## src/rtl/nirq_pkg.sv

```systemverilog
// Shared definitions for the nested interrupt controller.
// Assumes nothing beyond IEEE 1800-2017 packed types.
package nirq_pkg;

    // Operation requested of the level-context stack in one cycle.
    typedef enum logic [1:0] {
        STK_HOLD = 2'd0,
        STK_PUSH = 2'd1,
        STK_POP  = 2'd2
    } stk_op_e;

endpackage

```

## src/rtl/nirq_level_mask.sv

```systemverilog
// Derives the per-level open mask from the running handler's level.
// Assumes a higher level number means higher priority; idle opens all.
module nirq_level_mask #(
    parameter int unsigned LVL_BITS = 2,
    localparam int unsigned LVLS    = 1 << LVL_BITS
) (
    input  logic                cur_busy_i,
    input  logic [LVL_BITS-1:0] cur_lvl_i,
    output logic [LVLS-1:0]     open_o
);

    for (genvar gl = 0; gl < LVLS; gl++) begin : g_lvl
        // Level gl is open when idle or strictly above the running level.
        assign open_o[gl] = !cur_busy_i || (LVL_BITS'(gl) > cur_lvl_i);
    end

endmodule

```

## src/rtl/nirq_daisy_chain.sv

```systemverilog
// Daisy chain for the slots of one level: the token enters at slot 0,
// the first requesting slot keeps it. Requests must already be qualified.
module nirq_daisy_chain #(
    parameter int unsigned DEVS = 4,
    localparam int unsigned PB  = (DEVS > 1) ? $clog2(DEVS) : 1
) (
    input  logic            ack_in_i,
    input  logic [DEVS-1:0] req_i,
    output logic            any_o,
    output logic [PB-1:0]   pos_o,
    output logic [DEVS-1:0] grant_o
);

    logic [DEVS:0]   pass;
    logic [DEVS-1:0] hit;

    assign pass[0] = 1'b1;

    for (genvar gd = 0; gd < DEVS; gd++) begin : g_link
        // A slot keeps the token if it requests and the token reached it.
        assign hit[gd]      = req_i[gd] & pass[gd];
        assign pass[gd + 1] = pass[gd] & ~req_i[gd];
        assign grant_o[gd]  = ack_in_i & hit[gd];
    end

    assign any_o = ~pass[DEVS];

    // Encode the single holder of the token into a slot index.
    always_comb begin
        pos_o = '0;
        for (int i = 0; i < DEVS; i++) begin
            if (hit[i]) pos_o = pos_o | PB'(i);
        end
    end

endmodule

```

## src/rtl/nirq_level_pick.sv

```systemverilog
// Selects the numerically highest level that has an eligible request.
// Assumes one "any" bit per level; reports zero when none is set.
module nirq_level_pick #(
    parameter int unsigned LVL_BITS = 2,
    localparam int unsigned LVLS    = 1 << LVL_BITS
) (
    input  logic [LVLS-1:0]     lvl_any_i,
    output logic                found_o,
    output logic [LVL_BITS-1:0] win_o
);

    // Scan upward so the highest level seen last wins.
    always_comb begin
        found_o = 1'b0;
        win_o   = '0;
        for (int l = 0; l < LVLS; l++) begin
            if (lvl_any_i[l]) begin
                found_o = 1'b1;
                win_o   = LVL_BITS'(l);
            end
        end
    end

endmodule

```

## src/rtl/nirq_level_stack.sv

```systemverilog
// LIFO of saved handler contexts. A push when full and a pop when empty
// are refused and reported on the error pulses.
module nirq_level_stack
    import nirq_pkg::*;
#(
    parameter int unsigned DEPTH = 4,
    parameter int unsigned WIDTH = 3,
    localparam int unsigned AW   = (DEPTH > 1) ? $clog2(DEPTH) : 1,
    localparam int unsigned CW   = $clog2(DEPTH + 1)
) (
    input  logic             clk_i,
    input  logic             rst_ni,
    input  stk_op_e          op_i,
    input  logic [WIDTH-1:0] push_data_i,
    output logic [WIDTH-1:0] top_o,
    output logic             empty_o,
    output logic             full_o,
    output logic             ovf_o,
    output logic             unf_o
);

    logic [WIDTH-1:0] mem [DEPTH];
    logic [CW-1:0]    cnt;
    logic [CW-1:0]    top_idx;

    assign empty_o = (cnt == '0);
    assign full_o  = (cnt == CW'(DEPTH));
    assign top_idx = cnt - CW'(1);
    assign top_o   = empty_o ? '0 : mem[top_idx[AW-1:0]];
    assign ovf_o   = (op_i == STK_PUSH) && full_o;
    assign unf_o   = (op_i == STK_POP) && empty_o;

    // Store a pushed context and move the fill count.
    always_ff @(posedge clk_i) begin
        if (!rst_ni) begin
            cnt <= '0;
            for (int i = 0; i < DEPTH; i++) mem[i] <= '0;
        end else if (op_i == STK_PUSH && !full_o) begin
            mem[cnt[AW-1:0]] <= push_data_i;
            cnt              <= cnt + CW'(1);
        end else if (op_i == STK_POP && !empty_o) begin
            cnt <= top_idx;
        end
    end

endmodule

```

## src/rtl/nested_irq_ctrl.sv

```systemverilog
// Nested priority interrupt controller. Devices sit in 2^LVL_BITS levels
// of DEVS_PER_LVL slots; device d is level d/DEVS_PER_LVL, slot d%DEVS_PER_LVL.
// Assumes the core pulses ack_i for one cycle per taken interrupt and
// rti_i once per handler return.
module nested_irq_ctrl
    import nirq_pkg::*;
#(
    parameter int unsigned LVL_BITS     = 2,
    parameter int unsigned DEVS_PER_LVL = 4,
    localparam int unsigned LVLS        = 1 << LVL_BITS,
    localparam int unsigned NDEV        = LVLS * DEVS_PER_LVL,
    localparam int unsigned PB          = (DEVS_PER_LVL > 1) ? $clog2(DEVS_PER_LVL) : 1,
    localparam int unsigned CTXW        = LVL_BITS + 1
) (
    input  logic                clk_i,
    input  logic                rst_ni,
    input  logic [NDEV-1:0]     req_i,
    input  logic                en_we_i,
    input  logic [NDEV-1:0]     en_wdata_i,
    input  logic                gie_set_i,
    input  logic                ack_i,
    input  logic                rti_i,
    output logic                irq_o,
    output logic [LVL_BITS-1:0] irq_lvl_o,
    output logic [PB-1:0]       irq_pos_o,
    output logic [NDEV-1:0]     dev_ack_o,
    output logic                gie_o,
    output logic                cur_valid_o,
    output logic [LVL_BITS-1:0] cur_lvl_o,
    output logic                err_o
);

    logic [NDEV-1:0]     en_q;
    logic                gie_q;
    logic                busy_q;
    logic [LVL_BITS-1:0] lvl_q;
    logic                err_q;

    logic [LVLS-1:0]     lvl_open;
    logic [NDEV-1:0]     eligible;
    logic [LVLS-1:0]     lvl_any;
    logic [PB-1:0]       lvl_pos [LVLS];
    logic                found;
    logic [LVL_BITS-1:0] win_lvl;

    logic                ack_take;
    logic                rti_take;
    stk_op_e             stk_op;
    logic [CTXW-1:0]     stk_top;
    logic                stk_empty;
    logic                stk_full;
    logic                stk_ovf;
    logic                stk_unf;

    nirq_level_mask #(
        .LVL_BITS (LVL_BITS)
    ) i_mask (
        .cur_busy_i (busy_q),
        .cur_lvl_i  (lvl_q),
        .open_o     (lvl_open)
    );

    for (genvar gl = 0; gl < LVLS; gl++) begin : g_level
        logic [DEVS_PER_LVL-1:0] lvl_req;
        logic                    lvl_ack;

        // Qualify each request by its own enable and its level's mask bit.
        assign lvl_req = req_i[gl*DEVS_PER_LVL +: DEVS_PER_LVL]
                       & en_q[gl*DEVS_PER_LVL +: DEVS_PER_LVL]
                       & {DEVS_PER_LVL{lvl_open[gl]}};
        assign eligible[gl*DEVS_PER_LVL +: DEVS_PER_LVL] = lvl_req;
        assign lvl_ack = ack_take && (win_lvl == LVL_BITS'(gl));

        nirq_daisy_chain #(
            .DEVS (DEVS_PER_LVL)
        ) i_chain (
            .ack_in_i (lvl_ack),
            .req_i    (lvl_req),
            .any_o    (lvl_any[gl]),
            .pos_o    (lvl_pos[gl]),
            .grant_o  (dev_ack_o[gl*DEVS_PER_LVL +: DEVS_PER_LVL])
        );
    end

    nirq_level_pick #(
        .LVL_BITS (LVL_BITS)
    ) i_pick (
        .lvl_any_i (lvl_any),
        .found_o   (found),
        .win_o     (win_lvl)
    );

    // Accept decisions: a return outranks an acknowledge in the same cycle.
    assign ack_take = ack_i && irq_o && !rti_i;
    assign rti_take = rti_i && !stk_empty;

    // Map the accepted event onto a stack operation.
    always_comb begin
        if (rti_i)         stk_op = STK_POP;
        else if (ack_take) stk_op = STK_PUSH;
        else               stk_op = STK_HOLD;
    end

    nirq_level_stack #(
        .DEPTH (LVLS),
        .WIDTH (CTXW)
    ) i_stack (
        .clk_i       (clk_i),
        .rst_ni      (rst_ni),
        .op_i        (stk_op),
        .push_data_i ({busy_q, lvl_q}),
        .top_o       (stk_top),
        .empty_o     (stk_empty),
        .full_o      (stk_full),
        .ovf_o       (stk_ovf),
        .unf_o       (stk_unf)
    );

    // Load the device enable register on a write strobe.
    always_ff @(posedge clk_i) begin
        if (!rst_ni)      en_q <= '0;
        else if (en_we_i) en_q <= en_wdata_i;
    end

    // Track the running handler's context and the global enable.
    always_ff @(posedge clk_i) begin
        if (!rst_ni) begin
            gie_q  <= 1'b0;
            busy_q <= 1'b0;
            lvl_q  <= '0;
        end else if (rti_take) begin
            busy_q <= stk_top[CTXW-1];
            lvl_q  <= stk_top[LVL_BITS-1:0];
            gie_q  <= 1'b1;
        end else if (ack_take) begin
            busy_q <= 1'b1;
            lvl_q  <= win_lvl;
            gie_q  <= 1'b0;
        end else if (gie_set_i) begin
            gie_q  <= 1'b1;
        end
    end

    // Latch any stack misuse until reset.
    always_ff @(posedge clk_i) begin
        if (!rst_ni) err_q <= 1'b0;
        else         err_q <= err_q | stk_ovf | stk_unf;
    end

    assign irq_o       = gie_q && found;
    assign irq_lvl_o   = win_lvl;
    assign irq_pos_o   = found ? lvl_pos[win_lvl] : '0;
    assign gie_o       = gie_q;
    assign cur_valid_o = busy_q;
    assign cur_lvl_o   = lvl_q;
    assign err_o       = err_q;

    // stk_full only feeds the overflow pulse inside the stack.
    logic unused_full;
    assign unused_full = stk_full;

endmodule

```

## config.mk

```make
export PLATFORM = sky130hd
export DESIGN_NAME = nested_irq_ctrl
export DESIGN_NICKNAME = d
export VERILOG_FILES = /design/src/rtl/nirq_pkg.sv /design/src/rtl/nirq_level_mask.sv /design/src/rtl/nirq_daisy_chain.sv /design/src/rtl/nirq_level_pick.sv /design/src/rtl/nirq_level_stack.sv /design/src/rtl/nested_irq_ctrl.sv
export SDC_FILE = /design/constraint.sdc
export NUM_CORES = 1
export LEC_CHECK = 0
export BUFFER_PORTS_ARGS = -buffer_cell sky130_fd_sc_hd__buf_2
export CAP_MARGIN = 25
export CELL_PAD_IN_SITES_DETAIL_PLACEMENT = 1
export CELL_PAD_IN_SITES_GLOBAL_PLACEMENT = 1
export CORE_MARGIN = 8
export CORE_UTILIZATION = 34
export DETAILED_ROUTE_END_ITERATION = 12
export PLACE_DENSITY_LB_ADDON = 0.15
export SLEW_MARGIN = 25
export SYNTH_ARGS = -nofsm -noshare
export SYNTH_HDL_FRONTEND = slang
export SYNTH_SLANG_ARGS = --single-unit
```

## constraint.sdc

```tcl
create_clock -name clk_i -period 2.3 [get_ports clk_i]
set_clock_uncertainty 0.2 [all_clocks]
set_input_delay 0.115 -clock clk_i [delete_from_list [all_inputs] [get_ports clk_i]]
set_output_delay 0.115 -clock clk_i [all_outputs]
set_load 0.02 [all_outputs]
```

# == Word level (Yosys, flattened, before mapping) ==
# Memories as Yosys holds them, arrays and structs flattened.
# Cells that the tools add are included.
# totals
ramBits,12
elab_cells,155
output_inout_bits,26
mem_count,1
reg_bits,24
in_bits,38
# classes
n_reduce_logical,26
bitwise,67
n_addsub,2
order_cmp,5
n_eq_ne,6
mux,42
# mem_list
name,depth,word_bits,read_ports,rd_ports_with_merged_regs,wr,line_no,text
i_stack.mem,4,3,1,0,4,nirq_level_stack.sv:22,logic [WIDTH-1:0] mem [DEPTH];
# ops
op,count
1-bit AND,40
2-bit 2-to-1 mux,17
4-bit AND,8
1-bit 2-to-1 mux,20
1-bit inverter,16
1-bit logical AND,12
3-bit 2-to-1 mux,4
2-bit == test (second input constant),3
2-bit binary-select mux with 2-bit select,1
2-bit by 1-bit == test with 1-bit output (second input constant),2
1-bit by 2-bit greater-than comparator with 1-bit output (first input constant),2
2-bit greater-than comparator (first input constant),2
1-bit zero test,4
1-bit logical OR,4
2-bit nonzero test,2
3-bit by 1-bit adder with 3-bit output (second input constant),1
3-bit == test (second input constant),1
3-bit greater-or-equal comparator (second input constant),1
3-bit zero test,1
2-bit inverter with 3-bit output,1
3-bit nonzero test,1
3-bit OR reduction,1
3-bit by 1-bit subtractor with 3-bit output (second input constant),1
2-bit zero test,1
1-bit bitwise OR,2

# == Logic depth before layout (Yosys ltp) ==
# Gate-level depths: netlist of run 1.
# logic_depth
depth_word,23
mapped_depth,9
mapped_depth_nobuf,7

# == Hierarchy ==
# From an unflattened synthesis of run 1, not the netlist that was laid out.
# unflattened
hier_cells,229
hier_area_um2,2219.6
# by_module_without_submodules
mod,seq_area_each_um2,cells_each,area_each_um2,instances
nested_irq_ctrl,420.4,99,989.7,1
nirq_level_stack,420.4,78,864.6,1
nirq_daisy_chain,0.0,11,78.8,4
nirq_level_mask,0.0,4,26.3,1
nirq_level_pick,0.0,4,23.8,1

# == Worst setup path before layout of run 1 ==
# No wires, ideal clock.
# synth_path
path_kind,register -> output
start,register lvl_q[1] (netlist: cur_lvl_o[1])
end,output port dev_ack_o[1]
arrival_time_ns,2.180
stages_incl_launch_ff,7
path_buffers,1
required_time_ns,1.985
slack_ns,-0.195
cell_sequence,dfxtp_1 > and3_1 > clkbuf_1 > a21oi_1 > nor2_1 > nand4_1 > nor4b_1
# synth_between
elab_chain_cells,16
elab_cells_between_ends,54
cone_classes,order compare: 4; mux: 7; bitwise: 34; reduce/logical: 9
# synth_lines
item,line_no,text
start: declaration,nested_irq_ctrl.sv:36,logic [LVL_BITS-1:0] lvl_q;
start signal: assignment,nested_irq_ctrl.sv:133,lvl_q <= stk_top[LVL_BITS-1:0];
start signal: assignment,nested_irq_ctrl.sv:137,lvl_q <= win_lvl;
1-bit by 2-bit greater-than comparator with 1-bit output,nirq_level_mask.sv:14,assign open_o[gl] = !cur_busy_i || (LVL_BITS'(gl) > cur_lvl_i);
1-bit logical OR,nirq_level_mask.sv:14,
4-bit AND,nested_irq_ctrl.sv:70,& {DEVS_PER_LVL{lvl_open[gl]}};
1-bit inverter,nirq_daisy_chain.sv:22,assign pass[gd + 1] = pass[gd] & ~req_i[gd];
1-bit AND (3 in series),nirq_daisy_chain.sv:22,
1-bit 2-to-1 mux (4 in series),nirq_level_pick.sv:17,if (lvl_any_i[l]) begin
1-bit logical AND,nested_irq_ctrl.sv:150,assign irq_o = gie_q && found;
1-bit logical AND (2 in series),nested_irq_ctrl.sv:94,assign ack_take = ack_i && irq_o && !rti_i;
1-bit logical AND,nested_irq_ctrl.sv:72,assign lvl_ack = ack_take && (win_lvl == LVL_BITS'(gl));
1-bit AND (*),nirq_daisy_chain.sv:23,assign grant_o[gd] = ack_in_i & hit[gd];
end: declaration,nested_irq_ctrl.sv:26,"output logic [NDEV-1:0] dev_ack_o,"
# Every way passes the cells marked *; elsewhere a longest branch is shown, timed or not.

# == Worst setup path after layout of run 1 ==
# layout_path
start,register en_q[12]
end,output port dev_ack_o[11]
# layout_between
elab_chain_cells,12
elab_cells_between_ends,14
cone_classes,eq/ne: 1; mux: 2; bitwise: 7; reduce/logical: 4
# layout_lines
item,line_no,text
start: declaration,nested_irq_ctrl.sv:33,logic [NDEV-1:0] en_q;
start signal: assignment,nested_irq_ctrl.sv:122,else if (en_we_i) en_q <= en_wdata_i;
4-bit AND (*),nested_irq_ctrl.sv:69,& en_q[gl*DEVS_PER_LVL +: DEVS_PER_LVL]
4-bit AND (*),nested_irq_ctrl.sv:70,
1-bit inverter (*),nirq_daisy_chain.sv:22,
1-bit AND (*) (3 in series),nirq_daisy_chain.sv:22,
1-bit 2-to-1 mux,nirq_level_pick.sv:17,
1-bit logical AND,nested_irq_ctrl.sv:150,
1-bit logical AND (2 in series),nested_irq_ctrl.sv:94,
1-bit logical AND (*),nested_irq_ctrl.sv:72,
1-bit AND (*),nirq_daisy_chain.sv:23,
# Marked as above.

==> results of run 1 <==
synthesized netlist by cell type (all sizes together), types with 2 or more instances:
cell type  instances
a31o               2
nor2b             16
edfxtp            12
a21o               2
mux4               3
buf                3
and3               2
nand2b             2
mux2i             17
a41oi              2
inv                4
nor2              22
a221oi             2
dfxtp             24
nor4               4
clkbuf             8
a22oi              2
nand4              6
a31oi              2
o311a              2
nand2             27
o21ai              7
a211oi             2
nor4b              3
ha                 3
and2               3
a21oi             13
nand3              6
o31ai              2
nor3               6
a21boi             2
stage by stage:
stage               utilization  setup WS, ps  cells
CTS                       0.500          -161    396
detailed placement        0.434         -24.3    366
global route              0.515          -299    400
global placement          0.434         -22.0    366
finish                    0.515          -113    400
floorplan                     -         -26.3    222
timing repair:
item,in CTS,in global routing
resized for setup,24,12
setup buffers,4,4
endpoints found under the setup margin,28,46
pin swaps,13,4
hold buffers,18,0
hold endpoints to repair,18,0
per-layer routing:
layer	part of all wire	GRT usage	routed length, um
met3	0.050	0.0441	339
met4	0.0092	0.0430	63
met2	0.53	0.289	3650
met1	0.41	0.174	2790
met5	0	0	0
sequential cells by signal, indices dropped and copies added (netlist names):
signal       count
i_stack.mem     12
i_stack.cnt      3
gie_o            1
cur_lvl_o        2
cur_valid_o      1
en_q            16
err_o            1
cells by family after synthesis:
| group | share of synthesized area |
|---|---|
| AOI/OAI and AO/OA | 0.169 |
| adders and majority gates | 0.0186 |
| buffers and inverters | 0.0322 |
| DFF | 0.416 |
| muxes | 0.118 |
| and+or+nand+nor | 0.247 |
where the power goes:
group / internal [mW] / switching [mW] / total, mW
clock: 0.215 / 0.243 / 0.458
combinational: 0.492 / 0.593 / 1.08
sequential: 0.755 / 0.0899 / 0.844
total: 1.46 / 0.926 / 2.39
critical path, cell delays in order, from the launching register on:
cell	delay [ps]
sky130_fd_sc_hd__dfxtp_1	310
sky130_fd_sc_hd__a222oi_1	380
sky130_fd_sc_hd__a21oi_1	150
sky130_fd_sc_hd__or4_4	570
sky130_fd_sc_hd__nand2_4	160
sky130_fd_sc_hd__nor4_2	70
sky130_fd_sc_hd__buf_2	170
layout make-up:
class | count | area [um^2] | area share
clock inverters | 2 | 16.3 | 0.00540
flip-flops and latches | 36 | 846 | 0.281
well taps | 75 | 93.8 | 0.0312
inverters | 4 | 15.0 | 0.00499
multi-input cells | 171 | 1240 | 0.414
clock buffers | 6 | 72.6 | 0.0241
repair buffers | 106 | 722 | 0.240
final timing paths:
check | startpoint | end | slack (ps) | depth (start not counted)
max | en_q[12]$_SDFFE_PN0P_ | dev_ack_o[11] | -110 | 6
min | rti_i | err_o$_SDFF_PN0_ | 90 | 4
max reg2reg | en_q[12]$_SDFFE_PN0P_ | i_stack.cnt[2]$_SDFFE_PN0P_ | -110 | 7
min reg2reg | en_q[15]$_SDFFE_PN0P_ | en_q[15]$_SDFFE_PN0P_ | 330 | 2
==> flow_summary_export.csv, run 1 <==
group,metric,value,unit
sta,finalCriticalPeriod,2410,ps
sta,drv_slew,0,
place,portBuffers,63,
final_layout,layout.cells.most_common,"sky130_fd_sc_hd__buf_2",
setup_path,crit_fanout,8,
grt,grt_usage,0.158,
setup_path,data_required_time_at_the_worst_endpoint,1990,ps
clocking,cts_made_buffers,5,
die,floorplan.core_area,5850,um^2
place,detailedPlacementHpwl,4980,um
drt,route.detailed.wl_per_inst,17.1,um
final_layout,syn2layout_area_growth,48.9,%
drt,drtAntennaViolNets,0,
drt,num_vias,2071,
sta,fin_crit_sh,1.05,
die,die_h,93.1,um
clocking,tritoncts,"done",
clocking,numClockSinks,36,
clocking,clkTransAtPathRegs,80,ps
final_layout,num-fill-cells,692,
place,finalWeightedCongestion,0.788,
clocking,cts_root_buffer,"sky130_fd_sc_hd__clkbuf_8",
setup_path,path_class,"reg -> out",
grt,globalRoute.totalOverflow,0,
grt,grt_max_degree,33,
sta,fin_tns_setup,-1610,ps
drt,drc,0,
clocking,clk_latency,290,ps
sta,worst_slew_pin_slew,572,ps
power,power.ir.vdd_worst,0.479,mV
drt,length_of_the_first_detailed_routing_pass_in_iterations,4,
synthesis,yosys.area.top_type,"sky130_fd_sc_hd__dfxtp_1",
synthesis,synth_area_leaders,"sky130_fd_sc_hd__dfxtp_1 24%, sky130_fd_sc_hd__edfxtp_1 18%, sky130_fd_sc_hd__mux2i_1 8.4%",
sta,rsz0062_at_grt,"true",
setup_path,worstSetupStartpointType,"register",
grt,antenna_found_initial,0,
final_layout,final_cell_mix,"55 x sky130_fd_sc_hd__buf_2, 28 x sky130_fd_sc_hd__buf_4, 21 x sky130_fd_sc_hd__nand2_1, 20 x sky130_fd_sc_hd__nor2_1, 20 x sky130_fd_sc_hd__dfxtp_1",
grt,grt_pass1_wl,10900,um
run_status,status,"finished with violations",
die,die_area,8670,um^2
setup_path,nature_of_the_critical_path_endpoint,"primary output",
synthesis,mappedNetlistArea,2020,um^2
place,post_dp_cell_area,2540,um^2
sta,timing.hold.ws,85.4,ps
synthesis,postSynthRegisterBits,36,
setup_path,cp_arrival,2100,ps
run,max_capacitance_violation_total,0,
sta,postLayoutSetupSlackWorst,-113,ps
synthesis,synth_top_area_share,0.238,
power,power_leakage,1.26,nW
final_layout,diodes,0,
synthesis,synthDistinctLibCells,48,
die,row_count,28,
drt,routed_wl,6850,um
power,p_per_area,793,nW/um^2
clocking,htreeDepth,2,
synthesis,synth_fp_nets,263,
worst_hold_path,worst_hold_path_type,"in -> reg",
grt,via_count_of_the_first_global_routing_pass,2201,
final_layout,layout-drive-gt1-share,0.397,
clocking,cts-root-to-sink-buffers,2,
sta,setup_viol,25,
run_status,failed_checks,"setup timing",
synthesis,postSynthAreaPerCell,9.11,um^2
die,start_util,0.346,
drt,vias_per_cell,5.18,
final_layout,postLayoutCellArea,3010,um^2
synthesis,ys_async_sr_fraction,0,
die,horizontal_die_dimension,93.1,um
power,finalPower,2.39,mW
synthesis,post_synth_inst_count,222,
final_layout,finalNetCount,365,
sta,timing.fmax,414,MHz
synthesis,synth.yosys.warnings,0,
synthesis,synth_flop_cell,"sky130_fd_sc_hd__dfxtp_1",
die,ios,64,
drt,detailedRoute.firstIterationViolations,61,
sta,slew-limit-headroom,0.618,
sta,report.final.hold_viol_count,0,
synthesis,ys_seq_area_frac,0.416,
synthesis,number_of_enable_type_register_cells_in_the_synthesized_netlist,12,
Note: power is estimated with default switching activity, not from simulation.
==> run 2: changes to the inputs <==
- CELL_PAD_IN_SITES_DETAIL_PLACEMENT: 1 -> 0
==> run 2 against run 1 <==
The run still ends with setup timing left. Final area grew 3.2%. First-iteration DRC count up 8.2%. Utilization up 1.7 points. Global-route usage decreased by 1.5 points. Final cell count shrank 0.25%. Routed wire length shrank 8.1%. Setup slack improved by 11 ps. Count of clock-buffer cells in the layout is the same. Largest cell class unchanged. Largest power group unchanged. Highest routed layer unchanged.
==> flow_summary_export.csv, run 2 (synthesized netlist as in run 1, its figures left out) <==
group,metric,value,unit
grt,grt_pass1_wl,10000,um
setup_path,nature_of_the_critical_path_endpoint,"primary output",
setup_path,crit_fanout,8,
setup_path,cp_arrival,2090,ps
final_layout,final_cell_mix,"53 x sky130_fd_sc_hd__buf_2, 25 x sky130_fd_sc_hd__buf_4, 21 x sky130_fd_sc_hd__nand2_1, 20 x sky130_fd_sc_hd__dfxtp_1, 18 x sky130_fd_sc_hd__dlygate4sd3_1",
drt,num_vias,2042,
setup_path,data_required_time_at_the_worst_endpoint,1990,ps
final_layout,syn2layout_area_growth,53.7,%
place,portBuffers,63,
clocking,cts-root-to-sink-buffers,2,
sta,postLayoutSetupSlackWorst,-102,ps
sta,fin_tns_setup,-872,ps
grt,antenna_found_initial,0,
final_layout,finalNonFillerCells,399,
grt,grt_usage,0.142,
clocking,clkTransAtPathRegs,70,ps
final_layout,largestRegisters,"en_q x16, i_stack.mem x12, i_stack.cnt x3",
clocking,tritoncts,"done",
grt,globalRoute.totalOverflow,0,
final_layout,layout-drive-gt1-share,0.420,
final_layout,diodes,0,
die,horizontal_die_dimension,93.1,um
sta,finalCriticalPeriod,2400,ps
drt,length_of_the_first_detailed_routing_pass_in_iterations,4,
final_layout,regMostFlops,"en_q",
drt,vias_per_cell,5.12,
sta,drv_slew,0,
grt,grt_max_degree,33,
sta,fin_crit_sh,1.04,
sta,setup_viol,17,
drt,drc,0,
place,finalWeightedCongestion,0.788,
sta,worst_slew_pin_slew,628,ps
setup_path,path_class,"reg -> out",
grt,via_count_of_the_first_global_routing_pass,2108,
drt,drtAntennaViolNets,0,
power,power.ir.vdd_worst,0.542,mV
sta,timing.fmax,416,MHz
sta,report.final.hold_viol_count,0,
clocking,numClockSinks,36,
final_layout,largest_register_ff_count,16,
run_status,status,"finished with violations",
sta,rsz0062_at_grt,"true",
sta,slew-limit-headroom,0.581,
die,row_count,28,
drt,route.detailed.wl_per_inst,15.8,um
place,detailedPlacementHpwl,4640,um
power,power_leakage,1.29,nW
run_status,failed_checks,"setup timing",
clocking,clk_latency,290,ps
clocking,cts_root_buffer,"sky130_fd_sc_hd__clkbuf_8",
drt,detailedRoute.firstIterationViolations,66,
drt,routed_wl,6290,um
die,start_util,0.346,
die,ios,64,
power,p_per_area,820,nW/um^2
clocking,htreeDepth,2,
die,floorplan.core_area,5850,um^2
die,die_h,93.1,um
final_layout,layout.cells.most_common,"sky130_fd_sc_hd__buf_2",
die,die_area,8670,um^2
clocking,cts_made_buffers,5,
place,number_of_placed_cells_counting_well_taps,366,
worst_hold_path,worst_hold_path_type,"in -> reg",
run,max_capacitance_violation_total,0,
final_layout,finalNetCount,364,
setup_path,worstSetupStartpointType,"register",
run 2: layer usage:
| layer | vias to the layer above | routed length (um) | part of all wire | track usage |
|---|---|---|---|---|
| met4 | 0 | 94 | 0.015 | 0.0550 |
| met2 | 48 | 3110 | 0.49 | 0.253 |
| met5 | - | 0 | 0 | 0 |
| li1 | 1032 | - | - | - |
| met3 | 9 | 418 | 0.066 | 0.0417 |
| met1 | 953 | 2670 | 0.42 | 0.156 |
run 2: layout make-up:
class,count,area (um^2)
clock inverter,2,35.0
multi-input combinational,171,1310
sequential,36,846
fill,542,2740
inverter,4,15.0
clock buffer,6,72.6
timing repair buffer,105,734
tap,75,93.8
run 2: power breakdown:
part | internal [mW] | leakage [nW] | total [mW] | switching (mW)
Clock | 0.322 | 0.0552 | 0.560 | 0.238
Sequential | 0.755 | 0.324 | 0.847 | 0.0926
Combinational | 0.515 | 0.915 | 1.14 | 0.625
run 2: per-stage QoR:
stage               instance area, um^2  hold slack, ps   util  power [mW]  setup WS (ps)
finish                             3110             122  0.531        2.55           -102
global route                       3110             126  0.531        2.70           -190
CTS                                2960             118  0.506        2.46           -183
detailed placement                 2540             179  0.434        1.81          -32.8
global placement                   2540             171  0.434        1.81          -22.0
floorplan                          2050            41.2      -        1.52          -26.3
run 2: critical path, stage by stage, from the launching register on:
cell and delay (ps):
sky130_fd_sc_hd__dfxtp_2 320, sky130_fd_sc_hd__a222oi_1 290, sky130_fd_sc_hd__buf_4 180, sky130_fd_sc_hd__a21oi_4 50
sky130_fd_sc_hd__or4_4 540, sky130_fd_sc_hd__nand2_4 160, sky130_fd_sc_hd__nor3_1 80, sky130_fd_sc_hd__buf_2 170
run 2: what timing repair did:
item,CTS,global route
resized for setup,31,26
pin swaps,14,8
cloned,1,0
endpoints found under the hold margin,18,0
setup endpoints to repair,31,46
hold buffers,18,0
setup buffers,3,4
run 2: path summary, 6_finish.rpt:
| check | end | startpoint | slack, ps | cells past startpoint |
|---|---|---|---|---|
| worst max-delay path | dev_ack_o[15] | en_q[12]$_SDFFE_PN0P_ | -100 | 7 |
| worst min-delay path | err_o$_SDFF_PN0_ | rti_i | 120 | 4 |
| worst max register to register | i_stack.cnt[1]$_SDFFE_PN0P_ | en_q[12]$_SDFFE_PN0P_ | -20 | 8 |
| worst min register to register | en_q[1]$_SDFFE_PN0P_ | en_q[1]$_SDFFE_PN0P_ | 320 | 2 |
==> run 3: changes to the inputs <==
- CORE_ASPECT_RATIO: unset -> 1.2
- CORE_MARGIN: 8 -> 2
==> run 3 against run 2 <==
The flow still finishes with violations (setup timing). Setup slack worse by 43 ps. Worst hold slack got worse by 30 ps. First-iteration DRC count rose by 12%. Sequential share of layout area increased by 0.38 points. Die area down 24%. Register-to-register slack barely moved. Count of clock-buffer cells in the layout grew 1. Non-clock buffer count is 1 higher. Final area decreased by 1.4%.
==> flow_summary_export.csv, run 3 (synthesized netlist as in run 1, its figures left out) <==
group,metric,value,unit
run_status,status,"finished with violations",
run_status,failed_checks,"setup timing",
die,ios,64,
drt,detailedRoute.firstIterationViolations,74,
drt,num_vias,2061,
sta,fin_crit_sh,1.06,
power,power.net_switching,963,uW
power,comb_power_share,0.472,
final_layout,diodes,0,
drt,drc,0,
clocking,cts_root_buffer,"sky130_fd_sc_hd__clkbuf_8",
grt,antenna_found_initial,0,
clocking,clkTransAtPathRegs,70,ps
power,cellInternalPower,1.49,mW
place,portBuffers,63,
power,power_leakage,1.28,nW
power,netSwitchingFraction,0.393,
final_layout,finalNetCount,365,
worst_hold_path,worst_hold_path_type,"in -> reg",
grt,grt_usage,0.185,
setup_path,critical_path.most_common_cell,"sky130_fd_sc_hd__buf_4",
final_layout,largest_register_ff_count,16,
die,die_h,88.5,um
grt,grt_max_degree,33,
final_layout,largestRegisters,"en_q x16, i_stack.mem x12, i_stack.cnt x3",
setup_path,data_required_time_at_the_worst_endpoint,1990,ps
die,horizontal_die_dimension,74.4,um
clocking,clk_latency,290,ps
drt,vias_per_cell,5.09,
sta,worst_slew_pin_slew,616,ps
final_layout,layout-drive-gt1-share,0.409,
setup_path,cpPeakStageDelay,410,ps
drt,length_of_the_first_detailed_routing_pass_in_iterations,4,
sta,rsz0062_at_grt,"true",
power,finalPower,2.45,mW
sta,timing.fmax,409,MHz
sta,setup_viol,19,
grt,globalRoute.totalOverflow,0,
die,floorplan.core_area,5710,um^2
run,max_capacitance_violation_total,0,
setup_path,crit_path_top_delay_cell,"sky130_fd_sc_hd__a222oi_1",
final_layout,final_cell_mix,"57 x sky130_fd_sc_hd__buf_2, 24 x sky130_fd_sc_hd__buf_4, 22 x sky130_fd_sc_hd__nand2_1, 20 x sky130_fd_sc_hd__dfxtp_1, 18 x sky130_fd_sc_hd__dlygate4sd3_1",
final_layout,layout.cells.most_common,"sky130_fd_sc_hd__buf_2",
sta,slew-limit-headroom,0.589,
sta,finalCriticalPeriod,2440,ps
setup_path,nature_of_the_critical_path_endpoint,"primary output",
power,p_per_area,799,nW/um^2
clocking,tritoncts,"done",
setup_path,path_class,"reg -> out",
setup_path,path_cells,"a222oi_1, a21oi_1, buf_4, nor2_4, buf_4, nand4_1, nor3b_1, buf_2",
clocking,htreeDepth,2,
setup_path,worstSetupStartpointType,"register",
power,power.share.sequential,0.350,
final_layout,fin_util,0.537,
final_layout,sequential_cell_area,846,um^2
setup_path,cp_arrival,2130,ps
die,start_util,0.354,
drt,route.detailed.wl_per_inst,14.9,um
place,finalWeightedCongestion,0.812,
sta,report.final.hold_viol_count,0,
final_layout,regMostFlops,"en_q",
clocking,cts_made_buffers,5,
drt,drtAntennaViolNets,0,
power,clkPwrFrac,0.179,
power,power.ir.vdd_worst,0.679,mV
place,detailedPlacementHpwl,4290,um
grt,grt_pass1_wl,9180,um
setup_path,crit_fanout,4,
sta,drv_slew,0,
die,row_count,30,
final_layout,num-fill-cells,572,
clocking,cts-root-to-sink-buffers,2,
die,die_area,6580,um^2
sta,postLayoutSetupSlackWorst,-145,ps
drt,routed_wl,6030,um
grt,via_count_of_the_first_global_routing_pass,2004,
final_layout,syn2layout_area_growth,51.6,%
final_layout,multiInputGateArea,1300,um^2
clocking,numClockSinks,36,
[run 3: cell types whose count changed in the layout (fill, tap and decap cells not counted), sizes merged]
cell / change
buf: +1
bufinv: -1
clkbuf: +1
[run 3: path summary, 6_finish.rpt]
check                         from                          end  slack, ps  depth (start not counted)
max          en_q[12]$_SDFFE_PN0P_                 dev_ack_o[5]       -140                          8
min                          rti_i             err_o$_SDFF_PN0_         90                          4
max reg2reg  en_q[12]$_SDFFE_PN0P_  i_stack.mem[3][0]$_DFFE_PP_        -10                          8
min reg2reg  en_q[15]$_SDFFE_PN0P_        en_q[15]$_SDFFE_PN0P_        320                          2
[run 3: cell type report]
type	count	share of cell area
Clock inverter	1	0.00163
Clock buffer	7	0.0249
Tap cell	80	0.0327
Timing Repair Buffer	106	0.236
Inverter	4	0.00490
Sequential cell	36	0.276
Multi-Input combinational cell	171	0.424
[run 3: repair_timing]
item	CTS	global route
pin swaps	13	12
gates resized for setup	14	36
cloned	0	1
setup buffers	7	1
endpoints found under the hold margin	18	0
endpoints found under the setup margin	32	45
hold buffers	18	0
[run 3: layer usage]
metal,wire (um),global-route usage
met5,0,0
met3,239,0.0399
met2,3220,0.342
met1,2490,0.204
met4,77,0.0666
[run 3: worst max-delay path: cells and delay by family (launching register included)]
family / cells / cell delay (ps)
compound gates: 2 / 560
buf+inv: 3 / 480
simple gates: 3 / 480
flops: 1 / 320
[run 3: per-stage QoR]
stage                     cells  hold WS [ps]  setup slack [ps]  setup TNS, ps  area [um^2]
after floorplan             222          41.2             -26.3          -26.3         2050
after global placement      370           169             -27.1           -219         2540
after detailed placement    370           186             -68.2           -848         2540
after CTS                   403          83.9              -211          -1940         2890
after global routing        405           111              -304          -5130         3070
final                       405          92.4              -145          -1240         3070
[run 3: power groups by stage]
| stage | registers [mW] | logic (mW) | clock network, mW |
|---|---|---|---|
| 3_5_place_dp | 0.867 | 0.950 | 0 |
| 5_1_grt | 0.864 | 1.25 | 0.478 |
| 3_3_place_gp | 0.863 | 0.946 | 0 |
| 2_1_floorplan | 0.870 | 0.648 | 0 |
| 4_1_cts | 0.853 | 1.03 | 0.453 |
| 6_report | 0.856 | 1.16 | 0.438 |
